===== src/rtl/icoal_pkg.sv =====
`timescale 1ns/1ps
package icoal_pkg;
   localparam int REG_W    = 32;
   localparam int THR_LSB  = 16;
   localparam int DLY_LSB  = 24;
   localparam int IOC_BIT  = 12;
   localparam int DLY_BIT  = 13;
   localparam int N_SRC    = 2;

   typedef enum logic [0:0] {
      SRC_IOC = 1'b0,
      SRC_DLY = 1'b1
   } src_e;
endpackage


===== src/rtl/icoal_cnt.sv =====
`timescale 1ns/1ps
module icoal_cnt #(
   parameter int          W       = 8,
   parameter logic [W-1:0] RST_VAL = W'(1)
) (
   input  logic         clk,
   input  logic         rst_n,
   input  logic         cmpl,
   input  logic         reload,
   input  logic         expire,
   input  logic [W-1:0] thr,
   output logic [W-1:0] cnt,
   output logic         hit
);
   localparam logic [W-1:0] ONE = W'(1);

   // a completion at one reaches zero: interrupt and reload
   assign hit = cmpl && (cnt == ONE);

   always_ff @(posedge clk) begin
      if (!rst_n) begin
         cnt <= RST_VAL;
      end else if (reload) begin
         cnt <= thr;
      end else if (cmpl) begin
         cnt <= hit ? thr : (cnt - ONE);
      end else if (expire) begin
         cnt <= thr;
      end
   end
endmodule


===== src/rtl/icoal_dly.sv =====
`timescale 1ns/1ps
module icoal_dly #(
   parameter int W      = 8,
   parameter bit DLY_EN = 1'b1
) (
   input  logic         clk,
   input  logic         rst_n,
   input  logic         cmpl,
   input  logic         tick,
   input  logic [W-1:0] dly,
   output logic [W-1:0] tmr,
   output logic         expire
);
   localparam logic [W-1:0] ONE  = W'(1);
   localparam logic [W-1:0] ZERO = '0;

   generate
      if (DLY_EN) begin : g_timer
         logic restart;
         assign restart = cmpl && (dly != ZERO);
         assign expire  = tick && (tmr == ONE);

         always_ff @(posedge clk) begin
            if (!rst_n) begin
               tmr <= ZERO;
            end else if (restart) begin
               tmr <= dly;
            end else if (tick && (tmr != ZERO)) begin
               tmr <= tmr - ONE;
            end
         end
      end else begin : g_no_timer
         logic unused_ok;
         assign unused_ok = &{1'b0, clk, rst_n, cmpl, tick, dly};
         assign tmr    = ZERO;
         assign expire = unused_ok;
      end
   endgenerate
endmodule


===== src/rtl/icoal_pend.sv =====
`timescale 1ns/1ps
module icoal_pend #(
   parameter int N = 2
) (
   input  logic         clk,
   input  logic         rst_n,
   input  logic [N-1:0] set,
   input  logic         clr_wr,
   input  logic [N-1:0] clr,
   input  logic [N-1:0] en,
   output logic [N-1:0] pend,
   output logic         irq
);
   generate
      for (genvar i = 0; i < N; i++) begin : g_bit
         always_ff @(posedge clk) begin
            if (!rst_n) begin
               pend[i] <= 1'b0;
            end else if (set[i]) begin
               pend[i] <= 1'b1;
            end else if (clr_wr && clr[i]) begin
               pend[i] <= 1'b0;
            end
         end
      end
   endgenerate

   assign irq = |(pend & en);
endmodule


===== src/rtl/icoal_top.sv =====
`timescale 1ns/1ps
module icoal_top #(
   parameter int CNT_W  = 8,
   parameter int TMR_W  = 8,
   parameter bit DLY_EN = 1'b1
) (
   input  logic             clk,
   input  logic             rst_n,
   input  logic             cmpl_pulse,
   input  logic             tick_en,
   input  logic [CNT_W-1:0] ctrl_thr,
   input  logic [TMR_W-1:0] ctrl_dly,
   input  logic [1:0]       ctrl_ien,
   input  logic             ctrl_wr,
   input  logic             stat_wr,
   input  logic [1:0]       stat_clr,
   output logic             irq,
   output logic [1:0]       pend,
   output logic [CNT_W-1:0] cnt_live,
   output logic [TMR_W-1:0] tmr_live,
   output logic [31:0]      stat_view
);
   import icoal_pkg::*;

   localparam int NS = N_SRC;

   generate
      if (CNT_W < 1 || THR_LSB + CNT_W > DLY_LSB) begin : g_bad_cnt
         $error("icoal_top: CNT_W does not fit its status field");
      end
      if (TMR_W < 1 || DLY_LSB + TMR_W > REG_W) begin : g_bad_tmr
         $error("icoal_top: TMR_W does not fit its status field");
      end
      if (NS != 2) begin : g_bad_src
         $error("icoal_top: two interrupt sources expected");
      end
   endgenerate

   logic          hit;
   logic          expire;
   logic [NS-1:0] set_v;

   icoal_dly #(.W(TMR_W), .DLY_EN(DLY_EN)) u_dly (
      .clk    (clk),
      .rst_n  (rst_n),
      .cmpl   (cmpl_pulse),
      .tick   (tick_en),
      .dly    (ctrl_dly),
      .tmr    (tmr_live),
      .expire (expire)
   );

   icoal_cnt #(.W(CNT_W)) u_cnt (
      .clk    (clk),
      .rst_n  (rst_n),
      .cmpl   (cmpl_pulse),
      .reload (ctrl_wr),
      .expire (expire),
      .thr    (ctrl_thr),
      .cnt    (cnt_live),
      .hit    (hit)
   );

   always_comb begin
      set_v          = '0;
      set_v[SRC_IOC] = hit;
      set_v[SRC_DLY] = expire;
   end

   icoal_pend #(.N(NS)) u_pend (
      .clk    (clk),
      .rst_n  (rst_n),
      .set    (set_v),
      .clr_wr (stat_wr),
      .clr    (stat_clr),
      .en     (ctrl_ien),
      .pend   (pend),
      .irq    (irq)
   );

   always_comb begin
      stat_view                       = '0;
      stat_view[DLY_LSB +: TMR_W]     = tmr_live;
      stat_view[THR_LSB +: CNT_W]     = cnt_live;
      stat_view[IOC_BIT]              = pend[SRC_IOC];
      stat_view[DLY_BIT]              = pend[SRC_DLY];
   end
endmodule


===== config.mk =====
export PLATFORM = sky130hd
export DESIGN_NAME = icoal_top
export DESIGN_NICKNAME = d
export VERILOG_FILES = /design/src/rtl/icoal_pkg.sv /design/src/rtl/icoal_cnt.sv /design/src/rtl/icoal_dly.sv /design/src/rtl/icoal_pend.sv /design/src/rtl/icoal_top.sv
export SDC_FILE = /design/constraint.sdc
export NUM_CORES = 1
export LEC_CHECK = 0
export BUFFER_PORTS_ARGS = -buffer_cell sky130_fd_sc_hd__buf_2
export CORE_ASPECT_RATIO = 2
export CORE_MARGIN = 3
export CORE_UTILIZATION = 48
export DETAILED_ROUTE_END_ITERATION = 6
export PLACE_DENSITY = 0.85
export SLEW_MARGIN = 20
export SYNTH_ARGS = -nofsm -noshare
export SYNTH_HDL_FRONTEND = slang
export SYNTH_SLANG_ARGS = --single-unit
export TNS_END_PERCENT = 50

===== constraint.sdc =====
create_clock -name clk -period 3 [get_ports clk]
set_input_delay 0.6 -clock clk [delete_from_list [all_inputs] [get_ports clk]]
set_output_delay 0.6 -clock clk [all_outputs]
set_load 0.01 [all_outputs]

Word level (Yosys, flattened, before mapping)
Cells that the tools add are included.
{"block": "totals", "ff_bits": 18, "inputBits": 26, "elab_cells": 32}
{"block": "op_classes", "n_addsub": 2, "n_eq_ne": 2, "mux": 10, "n_bitwise": 1, "reduce_logical": 13}
{"cell": "two-way mux 8 bit", "n": 6}
{"cell": "== test 8 x 1 -> 1 bit, second input constant", "n": 2}
{"cell": "nonzero test 8 bit", "n": 2}
{"cell": "subtractor 8 x 1 -> 8 bit, second input constant", "n": 2}
{"cell": "logical AND 1 bit", "n": 6}
{"cell": "nonzero test 2 bit", "n": 3}
{"cell": "two-way mux 1 bit", "n": 4}
{"cell": "nonzero test 3 bit", "n": 1}
{"cell": "bitwise AND 2 bit", "n": 1}
{"cell": "OR reduction 2 bit", "n": 1}

Depth between registers and ports, before layout
{"block": "depth", "depth_word": 5, "mapped_depth": 7, "depth_no_buf": 6}

By module
Synthesis repeated with hierarchy kept, for this count alone.
{"block": "unflattened", "cells_unflattened": 177, "area_unflattened_um2": 1453.9}
{"module": "icoal_cnt", "n_inst": 1, "cells_each": 73, "area_per_inst_um2": 610.6, "seq_area_each_um2": 160.2}
{"module": "icoal_dly", "n_inst": 1, "cells_each": 62, "area_per_inst_um2": 520.5, "seq_area_each_um2": 160.2}
{"module": "icoal_top", "n_inst": 1, "cells_each": 33, "area_per_inst_um2": 244.0, "seq_area_each_um2": 0.0}
{"module": "icoal_pend", "n_inst": 1, "cells_each": 9, "area_per_inst_um2": 78.8, "seq_area_each_um2": 40.0}

Worst setup path after synthesis
No wires, ideal clock.
{"block": "synth_timing", "path_kind": "register -> register", "startpoint": "reg u_cnt.cnt[0]", "endpoint": "reg u_cnt.cnt[5]", "setup_time_ns": 0.123, "arrival_ns": 1.824, "required_time_ns": 2.877, "path_slack_ns": 1.053, "stages_incl_launch_ff": 6, "n_path_buf": 0, "period_less_slack_ns": 1.947, "cell_sequence": "dfxtp_1 > ha_1 > or4b_1 > or3_2 > a21oi_1 > o22ai_1"}
{"block": "synth_via", "elab_chain_len": 5, "word_cells_on_any_way": 6}
{"element": "from (decl)", "line": "icoal_cnt.sv:12", "source": "output logic [W-1:0] cnt,"}
{"element": "from (signal assigned)", "line": "icoal_cnt.sv:24", "source": "cnt <= thr;"}
{"element": "from (signal assigned)", "line": "icoal_cnt.sv:26", "source": "cnt <= hit ? thr : (cnt - ONE);"}
{"element": "from (signal assigned)", "line": "icoal_cnt.sv:28", "source": "cnt <= thr;"}
{"element": "parallel branches: the longest is 2 deep, another holds subtractor 8 x 1 -> 8 bit"}
{"element": "two-way mux 8 bit (*)", "line": "icoal_cnt.sv:26"}
{"element": "two-way mux 8 bit (*)", "line": "icoal_cnt.sv:25", "source": "end else if (cmpl) begin"}
{"element": "two-way mux 8 bit (*)", "line": "icoal_cnt.sv:23", "source": "end else if (reload) begin"}
Every way passes the cells marked *.
A chain may end at the register's enable or synchronous reset.

Final worst setup path
{"block": "layout_timing", "startpoint": "reg u_cnt.cnt[0]", "endpoint": "reg u_cnt.cnt[0]"}
The elaborated chain is that of the path after synthesis.

==> results.yml <==
outcome:
  status: "finished clean"
power_and_ir_drop:
  power_frac_clock_pct: 27.3
  powerDensity_mw_per_mm2: 457
  p_leak_uw: 0.000777
  p_sw_uw: 259
  p_sw_share_pct: 34.8
  combinationalPowerShare_pct: 32.3
  p_int_uw: 485
  ir_worst_vdd_v: 0.000266
  p_total_uw: 743
  pwr-share-seq_pct: 40.4
sta:
  fin_ws_ns: 0.772
  fmax_ghz: 0.449
  slew_headroom_pct: 42.6
  finalCritPeriodShare_pct: 74.3
  worstMarginPinSlew_ns: 0.856
  setup_tns_ns: 0
  finalClockSkew_ns: 0.00611
  final_max_slew_viol_count: 0
  hold_viol_final: 0
  finalSetupViolations: 0
  fin_crit_ns: 2.23
  rsz0062_at_grt: "no"
detailed_routing:
  drt_iter0_drc: 45
  postRouteAntennaNets: 0
  drcViolationCount: 0
  vias_per_cell: 5.88
  wl_um: 3560
  dr.pass1.iters: 4
  vias: 1457
  wire_per_inst_um: 14.3
clock_network:
  cts_hold_buf: 0
  htreeDepth: 1
  cts_tree: "done"
  clock_path_buffers: 2
  ctsResizeCount: 0
  cts.sinks: 18
  path_clk_slew_ns: 0.07
  cts_root_buf: "clkbuf_8"
  cts_setup_buffers: 0
  worstSkewPairLatency_ns: 0.26
  cts_buffers: 3
global_routing:
  antenna_found_initial: 0
  overflow: 0
  grt_start_max_net_pins: 21
  grt.total_usage_pct: 20.0
  grt_pass1_vias: 1362
  grt_pass1_wl_um: 5800
floorplanning:
  rows: 27
  die_w_um: 44.8
  start_util_pct: 51.5
  dieArea_mm2: 0.00375
  io_pins: 77
  core_area_mm2: 0.00280
  dieHeight_um: 83.6
logic_synthesis:
  yosys.area.top_type: "dfxtp_1"
  yosys-top-cells-count: "buf_4, dfxtp_1, o21ai_0"
  synth_area_leaders: "dfxtp_1, buf_4, ha_1"
  syn_area_mm2: 0.00145
  synth_cell_types: 51
  ys.flop_type: "dfxtp_1"
  synth_area_per_cell_um2: 8.16
  yosysTopAreaCellShare_pct: 24.9
  yosysSeqAreaShare_pct: 24.9
  yosysMostFrequentCell: "buf_4"
  synth-async-reset-ratio_pct: 0
  syn_inst: 177
  synth_edf_count: 0
  synth_warnings: 0
  synth-seq-cells: 18
final_layout:
  antenna_cells: 0
  drive_gt1_share_pct: 35.6
  post-route-util_pct: 58.1
  syn2layout_area_growth_pct: 12.6
  postLayoutCellArea_mm2: 0.00163
  fillers: 294
  nets: 251
place:
  hpwl_um: 2850
  place_area_mm2: 0.00157
  pre_cts_ws_ns: 0.812
  place_congestion: 0.987
  port_buffers: 62
run:
  max_cap_violations: 0
critical_path:
  cp.arrival_ns: 2.33
  worstPathRequired_ns: 3.10
  cp_max_fo: 12
  endpoint_kind: "flip-flop"
  startpoint_type: "flip-flop"
  critPathKind: "flip-flop to flip-flop"
  regToRegSetupSlack_ns: 0.77
worst_hold_path:
  min_path_type: "flip-flop to flip-flop"
-- worst max-delay path, stage by stage, from the launching register on --
cell and delay (ns):
dfxtp_1 0.52, ha_1 0.24, or4b_1 0.53, o21ai_2 0.47, nor2b_1 0.19, o311ai_0 0.11
-- through the flow --
| stage | hold slack (ns) | std cells |
|---|---|---|
| finish | 0.496 | 248 |
| detailed placement | 0.495 | 244 |
| global route | 0.525 | 248 |
| CTS | 0.505 | 248 |
| global placement | 0.485 | 244 |
| floorplan | 0.510 | 190 |
-- sequential cells by signal, indices dropped and copies added, names as in the netlist --
register and cells:
u_cnt.cnt 8, u_dly.tmr 8, u_pend.pend 2
-- final timing paths --
kind,start,end,cells after the start
setup / recovery,u_cnt.cnt[0],u_cnt.cnt[0],5
hold reg to reg,u_pend.pend[1],u_pend.pend[1],2
hold / removal,u_pend.pend[1],u_pend.pend[1],2
setup reg to reg,u_cnt.cnt[0],u_cnt.cnt[0],5
-- cells by family (layout without fill, tap and decap cells) --
logic type / Yosys count / count (layout) / synth area share (%)
AO/OA/AOI/OAI: 55 / 55 / 25.8
AND/OR/NAND/NOR: 47 / 47 / 19.5
buffers and inverters: 44 / 73 / 20.6
flip-flops: 18 / 18 / 24.9
adder cells (fa/ha/maj): 5 / 5 / 4.33
XOR/XNOR: 4 / 4 / 2.42
multiplexers: 3 / 3 / 2.16
other: 1 / 14 / 0.259
-- power by group through the flow --
stage	combinational [uW]	clock, uW	sequential (uW)
3_5_place_dp	240	0	305
6_report	240	203	300
2_1_floorplan	194	0	304
4_1_cts	241	208	299
3_3_place_gp	238	0	304
5_1_grt	269	214	306
-- layout by cell type (no fill, tap or decap), drive strengths merged, types with 3 or more instances in the layout --
cell type  Yosys  final
a21oi         11     11
buf           37     63
clkbuf         1      4
conb           1     14
dfxtp         18     18
ha             5      5
inv            6      6
nand2         11     11
nand3          3      3
nor2           6      6
nor2b          4      4
o21a           4      4
o21ai         15     15
o22ai          4      4
or3            3      3
or4            7      7
xor2           3      3
-- layout make-up --
class                      instances  area (um^2)  area share, %
multi-input combinational        128          836           51.3
inverter                           6         22.5           1.38
clock buffer                       4         55.1           3.38
sequential                        18          360           22.1
timing repair buffer              63          318           19.5
tap                               29         36.3           2.23
-- metal layers --
layer / wire length [um] / share of wire, % / GRT usage, %
met5: 0 / 0 / 0
met2: 1990 / 56 / 36.3
met3: 266 / 7.5 / 2.16
met1: 1170 / 33 / 19.4
met4: 132 / 3.7 / 13.3
(Power assumes the default switching activity.)
